--- src/rtl/feac_rx_pkg.sv ---
package feac_rx_pkg;

  // strobes from control to datapath
  typedef struct packed {
    logic shiftEn;
    logic latchCand;
  } dpCtrl_t;

  typedef enum logic {
    ADDR_CODE = 1'b0,
    ADDR_STAT = 1'b1
  } regAddr_e;

  localparam int BIT_VAL_ST  = 0;
  localparam int BIT_VAL_EN  = 1;
  localparam int BIT_REM_ST  = 2;
  localparam int BIT_REM_EN  = 3;
  localparam int BIT_FLAG    = 4;

endpackage

--- src/rtl/feac_rx_dp.sv ---
module feac_rx_dp
  import feac_rx_pkg::*;
#(
  parameter int CODE_W    = 6,
  parameter int DEPTH     = 10,
  parameter int VALID_MIN = 8,
  parameter int CNT_W     = $clog2(DEPTH + 1)
) (
  input  logic              clk,
  input  logic              rst_n,
  input  dpCtrl_t           ctrlIn,
  input  logic [CODE_W-1:0] codeIn,
  output logic [CODE_W-1:0] latchedCode,
  output logic              candHit,
  output logic [CNT_W-1:0]  missCnt
);

  logic [DEPTH-1:0][CODE_W-1:0] hist;
  logic [DEPTH-1:0]             filled;
  logic [DEPTH-1:0]             slotHit;
  logic [CODE_W-1:0]            candCode;

  // history shift register, newest entry at index 0
  always_ff @(posedge clk) begin
    if (!rst_n) begin
      hist   <= '0;
      filled <= '0;
    end else if (ctrlIn.shiftEn) begin
      hist   <= {hist[DEPTH-2:0], codeIn};
      filled <= {filled[DEPTH-2:0], 1'b1};
    end
  end

  // per-slot agreement count
  for (genvar i = 0; i < DEPTH; i++) begin : g_slot
    logic [CNT_W-1:0] agree;
    always_comb begin
      agree = '0;
      for (int j = 0; j < DEPTH; j++)
        if (filled[j] && hist[j] == hist[i]) agree = agree + CNT_W'(1);
    end
    assign slotHit[i] = filled[i] && (agree >= CNT_W'(VALID_MIN));
  end

  always_comb begin
    candCode = '0;
    for (int i = DEPTH - 1; i >= 0; i--)
      if (slotHit[i]) candCode = hist[i];
  end
  assign candHit = |slotHit;

  // disagreement count against the held code
  always_comb begin
    missCnt = '0;
    for (int j = 0; j < DEPTH; j++)
      if (filled[j] && hist[j] != latchedCode) missCnt = missCnt + CNT_W'(1);
  end

  always_ff @(posedge clk) begin
    if (!rst_n)                latchedCode <= '0;
    else if (ctrlIn.latchCand) latchedCode <= candCode;
  end

  // history frozen between strobes
  p_hist_hold_r10: assert property (@(posedge clk) disable iff (!rst_n)
    !ctrlIn.shiftEn |=> $stable(hist));

  // latched code moves only on an acceptance
  p_latch_hold_r8: assert property (@(posedge clk) disable iff (!rst_n)
    !ctrlIn.latchCand |=> $stable(latchedCode));

endmodule

--- src/rtl/feac_rx_ctrl.sv ---
module feac_rx_ctrl
  import feac_rx_pkg::*;
#(
  parameter int CNT_W      = 4,
  parameter int REMOVE_MIN = 3
) (
  input  logic             clk,
  input  logic             rst_n,
  input  logic             codeStb,
  input  logic             candHit,
  input  logic [CNT_W-1:0] missCnt,
  input  logic             regAddr,
  input  logic             regWr,
  input  logic             regRd,
  input  logic [7:0]       regWdata,
  output dpCtrl_t          dpCtrl,
  output logic [7:0]       statusByte,
  output logic             irqOut
);

  logic validFlag, validEn, removeEn, validSt, removeSt;
  logic validateEv, removeEv, statWr, statRd;

  assign validateEv = !validFlag && candHit;
  assign removeEv   = validFlag && (missCnt >= CNT_W'(REMOVE_MIN));
  assign statWr     = regWr && (regAddr == ADDR_STAT);
  assign statRd     = regRd && (regAddr == ADDR_STAT);

  assign dpCtrl.shiftEn   = codeStb;
  assign dpCtrl.latchCand = validateEv;

  always_ff @(posedge clk) begin
    if (!rst_n) begin
      validFlag <= 1'b0;
      validSt   <= 1'b0;
      removeSt  <= 1'b0;
      validEn   <= 1'b0;
      removeEn  <= 1'b0;
    end else begin
      if (validateEv)    validFlag <= 1'b1;
      else if (removeEv) validFlag <= 1'b0;
      validSt  <= (validSt && !statRd) || validateEv;
      removeSt <= (removeSt && !statRd) || removeEv;
      if (statWr) begin
        validEn  <= regWdata[BIT_VAL_EN];
        removeEn <= regWdata[BIT_REM_EN];
      end
    end
  end

  always_comb begin
    statusByte             = '0;
    statusByte[BIT_VAL_ST] = validSt;
    statusByte[BIT_VAL_EN] = validEn;
    statusByte[BIT_REM_ST] = removeSt;
    statusByte[BIT_REM_EN] = removeEn;
    statusByte[BIT_FLAG]   = validFlag;
  end

  assign irqOut = (validSt && validEn) || (removeSt && removeEn);

  // acceptance raises flag and sticky bit
  p_accept_r2: assert property (@(posedge clk) disable iff (!rst_n)
    validateEv |=> (validFlag && validSt));

  // drop lowers flag and raises sticky bit
  p_drop_r4: assert property (@(posedge clk) disable iff (!rst_n)
    removeEv |=> (!validFlag && removeSt));

  // read clears accept flag unless a new acceptance arrives
  p_rdclr_r6: assert property (@(posedge clk) disable iff (!rst_n)
    (statRd && !validateEv) |=> !validSt);

  // interrupt cannot appear without an event or enable write
  p_irq_quiet_r5: assert property (@(posedge clk) disable iff (!rst_n)
    (!irqOut && !validateEv && !removeEv && !statWr) |=> !irqOut);

  // acceptance and drop never coincide
  p_excl_r4: assert property (@(posedge clk) disable iff (!rst_n)
    !(validateEv && removeEv));

endmodule

--- src/rtl/feac_rx_validator.sv ---
module feac_rx_validator
  import feac_rx_pkg::*;
#(
  parameter int CODE_W     = 6,
  parameter int DEPTH      = 10,
  parameter int VALID_MIN  = 8,
  parameter int REMOVE_MIN = 3
) (
  input  logic              clk,
  input  logic              rst_n,
  input  logic              codeStb,
  input  logic [CODE_W-1:0] codeIn,
  input  logic              regAddr,
  input  logic              regWr,
  input  logic              regRd,
  input  logic [7:0]        regWdata,
  output logic [7:0]        regRdata,
  output logic              irqOut
);

  localparam int CNT_W = $clog2(DEPTH + 1);

  dpCtrl_t           dpCtrl;
  logic [CODE_W-1:0] latchedCode;
  logic              candHit;
  logic [CNT_W-1:0]  missCnt;
  logic [7:0]        statusByte;

  feac_rx_dp #(
    .CODE_W(CODE_W), .DEPTH(DEPTH), .VALID_MIN(VALID_MIN), .CNT_W(CNT_W)
  ) u_dp (
    .clk(clk), .rst_n(rst_n), .ctrlIn(dpCtrl), .codeIn(codeIn),
    .latchedCode(latchedCode), .candHit(candHit), .missCnt(missCnt)
  );

  feac_rx_ctrl #(
    .CNT_W(CNT_W), .REMOVE_MIN(REMOVE_MIN)
  ) u_ctrl (
    .clk(clk), .rst_n(rst_n), .codeStb(codeStb), .candHit(candHit),
    .missCnt(missCnt), .regAddr(regAddr), .regWr(regWr), .regRd(regRd),
    .regWdata(regWdata), .dpCtrl(dpCtrl), .statusByte(statusByte),
    .irqOut(irqOut)
  );

  always_comb begin
    if (regAddr == ADDR_STAT) regRdata = statusByte;
    else                      regRdata = 8'({latchedCode, 1'b0});
  end

  // pad bits of the code byte stay zero
  p_pad_r1: assert property (@(posedge clk) disable iff (!rst_n)
    (regAddr == ADDR_CODE) |-> (regRdata[7] == 1'b0 && regRdata[0] == 1'b0));

endmodule

--- config.mk ---
export PLATFORM = sky130hd
export DESIGN_NAME = feac_rx_validator
export DESIGN_NICKNAME = d
export VERILOG_FILES = /design/src/rtl/feac_rx_pkg.sv /design/src/rtl/feac_rx_dp.sv /design/src/rtl/feac_rx_ctrl.sv /design/src/rtl/feac_rx_validator.sv
export SDC_FILE = /design/constraint.sdc
export NUM_CORES = 1
export LEC_CHECK = 0
export BUFFER_PORTS_ARGS = -buffer_cell sky130_fd_sc_hd__buf_2
export CAP_MARGIN = 20
export CORE_UTILIZATION = 33
export DETAILED_ROUTE_END_ITERATION = 10
export HOLD_SLACK_MARGIN = 0.02
export SYNTH_ARGS = -nofsm -noshare
export SYNTH_HDL_FRONTEND = slang
export SYNTH_SLANG_ARGS = --single-unit
--- constraint.sdc ---
create_clock -name clk -period 9.3 [get_ports clk]
set_clock_uncertainty 0.15 [all_clocks]
set_input_delay 1.86 -clock clk [delete_from_list [all_inputs] [get_ports clk]]
set_output_delay 1.86 -clock clk [all_outputs]
set_load 0.02 [all_outputs]
Yosys cells after proc, flatten, opt, wreduce, memory -nomap -nowiden
Cells that the tools add are included.

word-level totals
  word-level logic and storage cells = 475
  input port bits = 20
  flip-flop bits (word level) = 81
  output and inout port bits = 9

cells by class
  multiplexer cells = 123
  $add $sub $neg = 99
  eq/ne operators = 100
  order comparisons = 11
  reduce and logical (&&, ||, !) cells = 125

operators with widths
  cell                                                                    number
  6-bit == test                                                           90
  4-bit two-way mux                                                       99
  4-bit by 1-bit adder with 4-bit output (second input constant)          88
  1-bit logical AND                                                       118
  6-bit two-way mux                                                       10
  6-bit inequality test                                                   10
  4-bit >= comparator (second input constant)                             10
  1-bit by 1-bit adder with 2-bit output (second input constant)          11
  1-bit two-way mux                                                       13
  10-bit OR reduction                                                     1
  7-bit two-way mux                                                       1
  4-bit by 2-bit >= comparator with 1-bit output (second input constant)  1
  1-bit logical OR                                                        3
  1-bit zero test                                                         2
  2-bit nonzero test                                                      1

Depth between registers and ports, before layout
Gate-level depths: netlist (run 1).

  word-level depth = 33
  gate-level depth with buffers = 39
  depth with buffers taken out = 37

Cells and area by module
Synthesis (run 1) repeated with hierarchy kept, for this count alone.

unflattened totals
  cells, all modules = 2004
  area, all modules = 16156.7 sq um

modules (own cells, without submodules)
  module             cells an instance  instances  area each (sq um)  sequential area each (sq um)
  feac_rx_dp         1963               1          15750.1            1521.5
  feac_rx_ctrl       32                 1          290.3              100.1
  feac_rx_validator  9                  1          116.4              0.0

Worst setup path after synthesis (run 1)
OpenSTA, ideal clock, no wires.

  path type = register -> register
  from = register u_dp.hist[11] (netlist bit)
  to = register u_dp.latchedCode[0]
  clock period less this slack = 7.467 ns
  setup time = 0.117 ns
  arrival = 7.199 ns
  path slack = 1.833 ns
  stages on the path, launching flop included = 36
  path through = dfxtp_1 > buf_1 > xnor2_1 > nand4_1 > or4_1 > inv_1 > ha_1 > xnor2_2 > inv_1 > ha_1 > o2bb2ai_1 > ha_1 > or3_1 > o21a_1 > ha_1 > nand2b_1 > o221a_2 > ha_1 > nand2_1 > nand2_1 > ha_1 > nor2_1 > a31oi_1 > ha_1 > xor2_1 > xnor2_1 > xnor2_1 > nor4_1 > xnor3_1 > xor2_1 > and2_1 > a2111oi_2 > a41oi_2 > mux2_4 > nand2_2 > o21ai_2

between the ends
  word-level cells in the longest chain between the ends = 31
  elaborated cells between the ends (all ways) = 240

ends and longest elaborated chain
  element                                 line              text
  start, declared                         feac_rx_dp.sv:18  logic [DEPTH-1:0][CODE_W-1:0] hist;
  start signal, assigned                  feac_rx_dp.sv:29  hist <= {hist[DEPTH-2:0], codeIn};
  6-bit == test                           feac_rx_dp.sv:40  if (filled[j] && hist[j] == hist[i]) agree = agree + CNT_W'(1);
  1-bit logical AND                       feac_rx_dp.sv:40
  4-bit two-way mux                       feac_rx_dp.sv:40
  4-bit by 1-bit adder with 4-bit output  feac_rx_dp.sv:40
  4-bit two-way mux                       feac_rx_dp.sv:40
  4-bit by 1-bit adder with 4-bit output  feac_rx_dp.sv:40
  4-bit two-way mux                       feac_rx_dp.sv:40
  4-bit by 1-bit adder with 4-bit output  feac_rx_dp.sv:40
  [6 not listed]                          n/a
  4-bit two-way mux                       feac_rx_dp.sv:40
  4-bit by 1-bit adder with 4-bit output  feac_rx_dp.sv:40
  4-bit two-way mux                       feac_rx_dp.sv:40
  4-bit by 1-bit adder with 4-bit output  feac_rx_dp.sv:40
  4-bit two-way mux                       feac_rx_dp.sv:40
  4-bit >= comparator                     feac_rx_dp.sv:42  assign slotHit[i] = filled[i] && (agree >= CNT_W'(VALID_MIN));
  1-bit logical AND                       feac_rx_dp.sv:42
  6-bit two-way mux (10 in a row)         feac_rx_dp.sv:48  if (slotHit[i]) candCode = hist[i];
  end signal, assigned                    feac_rx_dp.sv:61  else if (ctrlIn.latchCand) latchedCode <= candCode;
  end, declared                           feac_rx_dp.sv:13  output logic [CODE_W-1:0] latchedCode,

Parallel ways exist; a longest one is shown, timed or not.
A chain may end at the register's enable or synchronous reset.

Final worst setup path (run 1)
  from = register u_dp.hist[1] (netlist bit)
  to = register u_dp.latchedCode[0]

between the ends
  word-level cells in the longest chain between the ends = 33
  elaborated cells between the ends (all ways) = 256

ends and longest elaborated chain
  element                                 line
  6-bit == test                           feac_rx_dp.sv:40
  1-bit logical AND                       feac_rx_dp.sv:40
  1-bit two-way mux                       feac_rx_dp.sv:40
  1-bit by 1-bit adder with 2-bit output  feac_rx_dp.sv:40
  4-bit two-way mux                       feac_rx_dp.sv:40
  4-bit by 1-bit adder with 4-bit output  feac_rx_dp.sv:40
  4-bit two-way mux                       feac_rx_dp.sv:40
  4-bit by 1-bit adder with 4-bit output  feac_rx_dp.sv:40
  [8 not listed]                          n/a
  4-bit two-way mux                       feac_rx_dp.sv:40
  4-bit by 1-bit adder with 4-bit output  feac_rx_dp.sv:40
  4-bit two-way mux                       feac_rx_dp.sv:40
  4-bit by 1-bit adder with 4-bit output  feac_rx_dp.sv:40
  4-bit two-way mux                       feac_rx_dp.sv:40
  4-bit >= comparator                     feac_rx_dp.sv:42
  1-bit logical AND                       feac_rx_dp.sv:42
  6-bit two-way mux (10 in a row)         feac_rx_dp.sv:48

Parallel ways exist; a longest one is shown, timed or not.

==> results of run 1 <==
## worst max-delay path by stage
stage / from / endpoint / slack, ns / cells past startpoint
after floorplan: u_dp.hist[11] / u_dp.latchedCode[0] / 1.83 / 35
after global placement: u_dp.hist[1] / u_dp.latchedCode[0] / 0.92 / 34
after detailed placement: u_dp.hist[1] / u_dp.latchedCode[0] / 0.82 / 34
after CTS: u_dp.hist[1] / u_dp.latchedCode[0] / 0.78 / 34
after global routing: u_dp.hist[1] / u_dp.latchedCode[0] / 0.32 / 34
final: u_dp.hist[1] / u_dp.latchedCode[0] / 0.71 / 34
## logic make-up after synthesis
kind of cell,synth area share (%)
flip-flops,10.3
adder cells (fa/ha/maj),7.05
other,0.0237
AO/OA/AOI/OAI,11.9
multiplexers,6.38
AND/OR/NAND/NOR,25.0
buffers and inverters,5.77
XOR/XNOR,33.7
## through the flow
stage	std cells	utilization, %	hold slack (ns)
after CTS	2554	36.2	0.338
after global placement	2538	35.5	0.323
after detailed placement	2538	35.5	0.328
after global routing	2554	36.2	0.357
final	2554	36.2	0.337
after floorplan	1961	-	0.303
## metal layers
layer  up-vias  track usage (%)  routed length [um]
li1       6828                -                   -
met1      6807             27.0               22500
met2       553             33.9               23400
met3       146             2.38                3460
met4         0             9.43                2410
met5         -                0                   0
## power by group
group | internal [W] | total [W] | switching (W)
combinational | 0.000140 | 0.000337 | 0.000197
sequential | 0.000351 | 0.000359 | 0.00000849
clock | 0.000242 | 0.000413 | 0.000171
total | 0.000733 | 0.00111 | 0.000377
## registers in the layout (all words and copies together) (netlist names)
signal and cells:
u_dp.hist 60, u_dp.filled 10, u_dp.latchedCode 6, u_ctrl.removeEn 1
u_ctrl.removeSt 1, u_ctrl.validEn 1, u_ctrl.validFlag 1, u_ctrl.validSt 1
## area by class of cell
cell class                 instances  area, um2
multi-input combinational       1673      13300
tap                              607        759
sequential                        81       1620
timing repair buffer              99        693
inverter                          78        293
clock buffer                       9        225
fill                            4876      29900
clock inverter                     7        110
## synthesized netlist by cell type, types with 16 or more instances
master,count
xnor2_1,282
xor2_1,194
nand2_1,141
nor2_1,112
ha_1,89
dfxtp_1,81
mux2i_1,81
inv_1,75
nor2b_1,75
nand3_1,69
nand4_1,64
nor3_1,55
clkbuf_1,46
and3_1,44
a21oi_1,38
buf_2,35
nor4_1,30
buf_1,27
o21ai_0,27
xnor3_1,27
a31oi_1,18
buf_4,18
o31ai_1,18
and2_1,17
nand2b_1,16
## critical path: cells and delay by family, from the launching register on
kind	cells	cell delay [ns]
buf+inv	2	0.35
compound gates	7	1.67
fa+ha+maj	7	2.01
flops	1	0.64
mux	1	0.39
simple gates	10	1.91
xor+xnor	7	1.37
==> run metrics, run 1 <==
drt drc 0; reg-to-reg critical path startpoint u_dp.hist[1]; Pwr Total ~0.0011 W; core area 46900 um2; min-delay src u_ctrl.validEn; CP most frequent cell ha_1; endpoints failing hold 0; minimum clock period 8.59 ns; GR Overflow Total 0; maximum vdd drop approximately 110 uV; top cells by area, synth xnor2_1 16%, xor2_1 11%, dfxtp_1 10%, ha_1 7.0%, mux2i_1 5.1%; CTS tree yes; Routed WL between 50 and 60 mm; Critical Path Max Stage Delay 0.64 ns; Port-buffer cells 21; drt pass-1 iters 8; status finished clean; vias in the first global route approximately 14000; # IOs 29; Setup crit end kind flop; CTS max path bufs 2; Slew headroom about 22%; Post-synth EDFFs 0; leak pwr between 7 and 8 nW; Synth cell types between 100 and 150; Placer Congestion 0.968; CP required 9.39 ns; PnR worst setup slack 0.710 ns; Final Cycle Share between 90% and 100%; first-pass GRT wire length between 70 and 80 mm; DP Worst Slack 0.817 ns; n_diodes 0; Horiz. Die Dim about 220 um; share of cells above drive strength 1 between 10% and 20%; FP Rows 79; startpoint types flop; Initial Utilization about a third; Post-DP HPWL 38.8 mm; 1st-iter DRT viols between 1000 and 1500; clk_lat worst skew 0.35 ns; Placed Area ~17000 um2; pin count of the biggest net entering global routing between 80 and 90; Fin Setup TNS 0 ns; Synth area leader xnor2_1; top_reg_cell synth dfxtp_1; Crit path arrival time between 8 and 9 ns; sinks on the clock net just over 80; final setup fails 0; Final Slew Violations 0; # hold bufs at CTS 0; Hold EP u_ctrl.validEn; HP Class flop to flop; achievable clock frequency ~0.12 GHz; Antenna Violating Nets Remaining 0; Clock Root Buffer clkbuf_16; r2r worst-path depth 34; RSZ-0062 raised after global routing no; Avg Inst Size Synth 8.06 um2; Area Growth Syn to Fin 7.40%; Post-Syn Area 15800 um2; post-CTS setup buffer count 0; Synth Register Bits a little over 80; MaxCap Viol Count 0; Via Count 14334; nets 2051; Yosys warnings 0; power density over the cells approximately 65 nW/um2; most common cell after layout, fill and taps aside xnor2_1; post-route cell area 17000 um2; WHS Path Cells 2; share of flip-flops with an asynchronous set or reset 0%; post-synthesis sequential area ratio 10.3%; H-tree levels 3; GRT Util Overall between 20% and 30%; die area 48800 um2; initial antenna violation count 0; r2r setup slk 0.71 ns; reg-to-reg critical path endpoint u_dp.latchedCode[0]; Yosys top cell area share between 10% and 20%; slowest CP cell dfxtp_1; Worst Setup Path Type flop to flop; Gates resized, CTS repair 0; clock buffer count from CTS 9; die height 221 um; worst-path maximum fanout 8; Synth Instances 1961; worst-margin pin slew about 1.1 ns; WL per Instance 20.3 um; vias per cell approximately 5.6; synthesized netlist net count 2070; most frequent cells in the layout 282 x xnor2_1, 194 x xor2_1, 141 x nand2_1; Clk pin slew, worst setup/hold paths about 0.07 ns
No activity file was read; power rests on OpenSTA's default activity.
==> inputs of run 2 (changes only) <==
--- a/config.mk
+++ b/config.mk
@@ -7,9 +7,12 @@
 export LEC_CHECK = 0
 export BUFFER_PORTS_ARGS = -buffer_cell sky130_fd_sc_hd__buf_2
 export CAP_MARGIN = 20
+export CORE_MARGIN = 2
 export CORE_UTILIZATION = 33
 export DETAILED_ROUTE_END_ITERATION = 10
+export GPL_TIMING_DRIVEN = 0
 export HOLD_SLACK_MARGIN = 0.02
+export RECOVER_POWER = 100
 export SYNTH_ARGS = -nofsm -noshare
 export SYNTH_HDL_FRONTEND = slang
 export SYNTH_SLANG_ARGS = --single-unit
==> run 2 against run 1 <==
Maximum frequency is 3.4% lower. Non-clock buffer count is 51 higher. Cell count is 2.4% higher. Register-to-register slack worse by 0.31 ns. Clock power is 11% lower. Setup slack worse by 0.31 ns. Flip-flop and latch count stayed put. First-iteration DRC count is 40% higher. Routed wire length is 11% higher. Largest power group unchanged.
==> run metrics, run 2 (synthesis gave the netlist of run 1 again) <==
clk_lat worst skew 0.37 ns (+0.02 ns); maximum vdd drop 80.4 uV (-25%); Routed WL 57.6 mm (+11%); Largest register FFs 60 (unchanged); Clk pin slew, worst setup/hold paths 0.08 ns (about the same); HP Class flop to flop; minimum clock period 8.90 ns (+0.305 ns); post-route insts no fill 2615 (+2.4%); share of cells above drive strength 1 9.76% (-1.3 points); Placed Area 16700 um2 (+0.26%); drt pass-1 iters 5 (-3); met1 Use GR 28.9% (+1.9 points); worst-margin pin slew 1.17 ns (+0.0324 ns); r2r worst-path depth 35 (+2.9%); Most Used Layer, Global Route met2; Initial Utilization 33.2% (-0.49 points); DP Worst Slack 0.0631 ns (-0.754 ns); CTS max path bufs 2 (unchanged); met2 usage 37.2% (+3.3 points); Clock Root Buffer clkbuf_16; vias in the first global route 14302 (+4.7%); FP Rows 80 (+1.3%); endpoints failing hold 0 (unchanged); reg-to-reg critical path startpoint u_dp.hist[9]; Port-buffer cells 19 (-9.5%); # hold bufs at CTS 0 (unchanged); H-tree levels 3 (unchanged); largest reg by FF count u_dp.hist; most common cell after layout, fill and taps aside xnor2_1; fin util 35.7% (-0.53 points); Sw Share 36.2% (+2.2 points); RSZ-0062 raised after global routing no; nets 2102 (+2.5%); Critical Path Max Stage Delay 0.68 ns (+0.04 ns); # IOs 29 (unchanged); startpoint types flop; Post-DP HPWL 43.2 mm (+11%); Area Growth Syn to Fin 7.40% (unchanged); Gates resized, CTS repair 0 (unchanged); GR Overflow Total 0 (unchanged); worst-path maximum fanout 10 (+2); drt drc 0 (unchanged); MaxCap Viol Count 0 (unchanged); Crit path arrival time 8.99 ns (+0.31 ns); r2r setup slk 0.40 ns (-0.31 ns); CP most frequent cell ha_1; post-CTS setup buffer count 0 (unchanged); power density over the cells 62.9 nW/um2 (-3.8%); WL per Instance 22.0 um (+8.5%); Final Slew Violations 0 (unchanged); P_int 0.000681 W (-7.1%); # fillers 4910 (+0.70%); crit path from u_dp.hist[9]; switching pwr 0.000386 W (+2.5%); leak pwr 7.89 nW (-0.79%); Placed Cells 2597 (+2.3%); core area 47500 um2 (+1.5%); Fin Setup TNS 0 ns (unchanged); Antenna Violating Nets Remaining 0 (unchanged); Largest regs u_dp.hist: 60 flops, u_dp.filled: 10 flops, u_dp.latchedCode: 6 flops; Hold EP u_ctrl.removeEn; Worst Setup Path Type flop to flop; CTS tree yes; GRT Util Overall 22.7% (+2.1 points); post-route cell area 17000 um2 (unchanged); most frequent cells in the layout 282 x xnor2_1, 194 x xor2_1, 142 x nand2_1; WHS Path Cells 2 (unchanged); min-delay src u_ctrl.removeEn; die height 223 um (+0.91%); Placer Congestion 0.959 (-0.85%); achievable clock frequency 0.112 GHz (-3.4%); M3 GR Usage 3.45% (+1.1 points); reg-to-reg critical path endpoint u_dp.latchedCode[0]; status finished clean; Via Count 15069 (+5.1%); Slew headroom 21.3% (-0.92 points); initial antenna violation count 1 (+1); final setup fails 0 (unchanged); Final Cycle Share 95.7% (+3.3 points); CP required 9.40 ns (about the same); Horiz. Die Dim 223 um (+0.91%); first-pass GRT wire length 86.5 mm (+8.8%); PnR worst setup slack 0.405 ns (-0.305 ns); die area 49600 um2 (+1.8%); Setup crit end kind flop; pin count of the biggest net entering global routing 16 (-80%); slowest CP cell clkbuf_1; combinational share of power 32.2% (+1.8 points); sinks on the clock net 81 (unchanged); clock buffer count from CTS 9 (unchanged); clock power share 34.3% (-2.9 points); 1st-iter DRT viols 1495 (+40%); sequential power share 33.5% (+1.1 points); vias per cell 5.76 (+2.7%)
[run 2: cell types whose count changed in the layout (fill, tap and decap cells not counted), moves of 2 or more]
cell / change
clkinvlp_4: +2
o41ai_2: -2
buf_4: -60
buf_2: +28
diode_2: +2
clkbuf_1: +58
o41ai_1: +2
buf_1: +12
inv_8: -2
bufinv_16: -2
clkbuf_2: +10
buf_6: +3
[run 2: worst max-delay path: cells and delay by family, from the launching register on]
kind            cells  cell delay, ns
xor+xnor            7            1.45
buf+inv             3            0.87
fa+ha+maj           7            1.88
compound gates      7            1.67
simple gates       10            1.96
mux                 1            0.37
flops               1            0.42
[run 2: area by class of cell]
cell class	instances	area, um2	share of cell area [%]
multi-input cells	1673	13300	78.1
flip-flops and latches	81	1620	9.56
inverters	78	293	1.73
well taps	615	769	4.53
clock inverters	6	51.3	0.302
plain buffers	129	631	3.72
diodes	2	5.00	0.0295
repair buffers	21	98.8	0.582
clock buffers	10	239	1.41
[run 2: metal layers]
metal,up-vias,part of all wire [%]
met1,7202,41
li1,6948,-
met2,733,45
met4,0,5.4
met3,186,8.6
met5,-,0
[run 2: stage by stage]
stage          hold slack (ns)  power (W)
3_5_place_dp             0.337   0.000703
5_1_grt                  0.353    0.00111
6_report                 0.343    0.00107
4_1_cts                  0.346    0.00106
3_3_place_gp             0.325   0.000692
2_1_floorplan            0.303   0.000625
[run 2: how the worst max path moves through the flow]
| stage | endpoint | depth (start not counted) |
|---|---|---|
| finish | u_dp.latchedCode[0] | 35 |
| global route | u_dp.latchedCode[0] | 35 |
| CTS | u_dp.latchedCode[2] | 34 |
| detailed placement | u_dp.latchedCode[2] | 34 |
| global placement | u_dp.latchedCode[2] | 34 |
| floorplan | u_dp.latchedCode[0] | 35 |
[run 2: power groups by stage]
stage | Combinational (W) | Sequential, W | Clock, W
after floorplan | 0.000261 | 0.000363 | 0
after global placement | 0.000326 | 0.000366 | 0
after detailed placement | 0.000337 | 0.000366 | 0
after CTS | 0.000339 | 0.000358 | 0.000360
after global routing | 0.000380 | 0.000358 | 0.000374
final | 0.000344 | 0.000358 | 0.000366
==> inputs of run 3 (changes only) <==
--- a/config.mk
+++ b/config.mk
@@ -12,7 +12,7 @@
 export DETAILED_ROUTE_END_ITERATION = 10
 export GPL_TIMING_DRIVEN = 0
 export HOLD_SLACK_MARGIN = 0.02
-export RECOVER_POWER = 100
+export RECOVER_POWER = 25
 export SYNTH_ARGS = -nofsm -noshare
 export SYNTH_HDL_FRONTEND = slang
 export SYNTH_SLANG_ARGS = --single-unit
==> run 3 against run 2 <==
Cell count about the same. Count of clock-buffer cells in the layout unchanged. Flip-flop and latch count unchanged. Largest power group unchanged. Combinational power about the same. Clock power about the same. Critical path type unchanged. Setup slack improved by 0.025 ns.
==> run metrics, run 3 (synthesis gave the netlist of run 1 again) <==
Final Slew Violations 0 (unchanged); reg-to-reg critical path endpoint u_dp.latchedCode[4]; startpoint types flop; Routed WL 57.4 mm (-0.22%); Post-DP HPWL 43.2 mm (unchanged); CTS max path bufs 2 (unchanged); leak pwr 7.94 nW (+0.56%); sequential power share 33.6% (about the same); sinks on the clock net 81 (unchanged); WL per Instance 22.0 um (-0.14%); Sw Share 36.1% (-0.13 points); core area 47500 um2 (unchanged); drt pass-1 iters 6 (+1); clock power share 34.2% (about the same); share of cells above drive strength 1 10.3% (+0.50 points); Clk pin slew, worst setup/hold paths 0.07 ns (about the same); Hold WS 0.341 ns (-0.00176 ns); Via Count 14999 (-0.46%); Initial Utilization 33.2% (unchanged); Setup crit end kind flop; clock buffer count from CTS 9 (unchanged); WHS Path Cells 2 (unchanged); maximum vdd drop 79.3 uV (-1.4%); n_diodes 0 (-2); MaxCap Viol Count 0 (unchanged); reg-to-reg critical path startpoint u_dp.filled[2]; GRT Util Overall 22.7% (unchanged); vias per cell 5.74 (-0.39%); worst-path maximum fanout 10 (unchanged); CP required 9.38 ns (-0.02 ns); P_int 0.000681 W (about the same); clk_lat worst skew 0.36 ns (about the same); nets 2102 (unchanged); most common cell after layout, fill and taps aside xnor2_1; Area Growth Syn to Fin 7.54%; pin count of the biggest net entering global routing 16 (unchanged); FP Rows 80 (unchanged); slowest CP cell clkbuf_1; r2r worst-path depth 33 (-5.7%); HP Class flop to flop; minimum clock period 8.87 ns (-0.0253 ns); CTS tree yes; first-pass GRT wire length 86.5 mm (unchanged); crit path from u_dp.filled[2]; Hold EP u_ctrl.removeEn; Final Cycle Share 95.4% (-0.27 points); min-delay src u_ctrl.removeEn; endpoints failing hold 0 (unchanged); Worst Setup Path Type flop to flop; Crit path arrival time 8.95 ns (-0.04 ns); most frequent cells in the layout 282 x xnor2_1, 194 x xor2_1, 141 x nand2_1; Fin Setup TNS 0 ns (unchanged); initial antenna violation count 1 (unchanged); Largest register FFs 60 (unchanged); Placer Congestion 0.959 (unchanged); vias in the first global route 14302 (unchanged); RSZ-0062 raised after global routing no; power density over the cells 62.7 nW/um2 (-0.31%); final setup fails 0 (unchanged); status finished clean; Largest regs u_dp.hist: 60 flops, u_dp.filled: 10 flops, u_dp.latchedCode: 6 flops; die area 49600 um2 (unchanged); achievable clock frequency 0.113 GHz (+0.28%); Horiz. Die Dim 223 um (unchanged); Critical Path Max Stage Delay 0.73 ns (+0.05 ns); Slew headroom 23.4% (+2.1 points); die height 223 um (unchanged); worst-margin pin slew 1.14 ns (-0.0306 ns); fin util 35.7% (+0.045 points); combinational share of power 32.3% (about the same); GR Overflow Total 0 (unchanged); # IOs 29 (unchanged); drt drc 0 (unchanged); Port-buffer cells 19 (unchanged); CP most frequent cell ha_1; switching pwr 0.000384 W (-0.54%); H-tree levels 3 (unchanged); largest reg by FF count u_dp.hist; Clock Root Buffer clkbuf_16; 1st-iter DRT viols 1585 (+6.0%); r2r setup slk 0.43 ns (+0.03 ns); Antenna Violating Nets Remaining 0 (unchanged)
==> run 3: cell count changes in the layout (fill, tap and decap cells not counted), sizes merged <==
cell	delta
diode	-2
clkbuf	-10
buf	+10
==> run 3: power by group through the flow <==
stage	Clock [W]	Combinational, W	Sequential, W
after floorplan	0	0.000261	0.000363
after global placement	0	0.000326	0.000366
after detailed placement	0	0.000337	0.000366
after CTS	0.000360	0.000339	0.000358
after global routing	0.000374	0.000380	0.000358
final	0.000364	0.000344	0.000358
==> run 3: routing by layer <==
layer	GRT usage [%]	share of wire, %
met3	3.45	8.7
met1	28.9	41
met2	37.2	45
met5	0	0
met4	11.6	5.8
==> run 3: how the worst max path moves through the flow <==
stage | end | slack, ns | cells after the start
after floorplan | u_dp.latchedCode[0] | 1.83 | 35
final | u_dp.latchedCode[4] | 0.43 | 33
after global placement | u_dp.latchedCode[2] | 0.28 | 34
after CTS | u_dp.latchedCode[2] | 0.06 | 34
after detailed placement | u_dp.latchedCode[2] | 0.06 | 34
after global routing | u_dp.latchedCode[0] | 0.02 | 35
==> run 3: metrics by stage <==
stage,cell area [um2],total power (W),worst slack (ns),std cells
2_1_floorplan,15800,0.000625,1.83,1961
3_3_place_gp,16700,0.000692,0.283,2595
3_5_place_dp,16700,0.000703,0.0631,2597
4_1_cts,17000,0.00106,0.0647,2613
5_1_grt,17000,0.00111,0.0248,2613
6_report,17000,0.00107,0.430,2613
==> run 3: timing repair <==
item                       in CTS  in global routing
setup endpoints to repair       0                  8
gates resized for setup         0                 18
setup buffers                   0                  0
hold buffers                    0                  0
==> run 3: cell type report <==
class,instances,area [um2]
Clock buffer,10,239
Timing Repair Buffer,21,108
Tap cell,615,769
Sequential cell,81,1620
Multi-Input combinational cell,1673,13300
Buffer,129,631
Fill cell,4908,30600
Clock inverter,6,51.3
Inverter,78,293
==> run 3: critical path, delay by kind of cell (launching register included) <==
family / cells / cell delay (ns)
compound gates: 12 / 2.28
xor+xnor: 2 / 0.97
fa+ha+maj: 6 / 1.69
flops: 1 / 0.31
simple gates: 7 / 1.11
mux: 1 / 0.18
buf+inv: 5 / 2.02
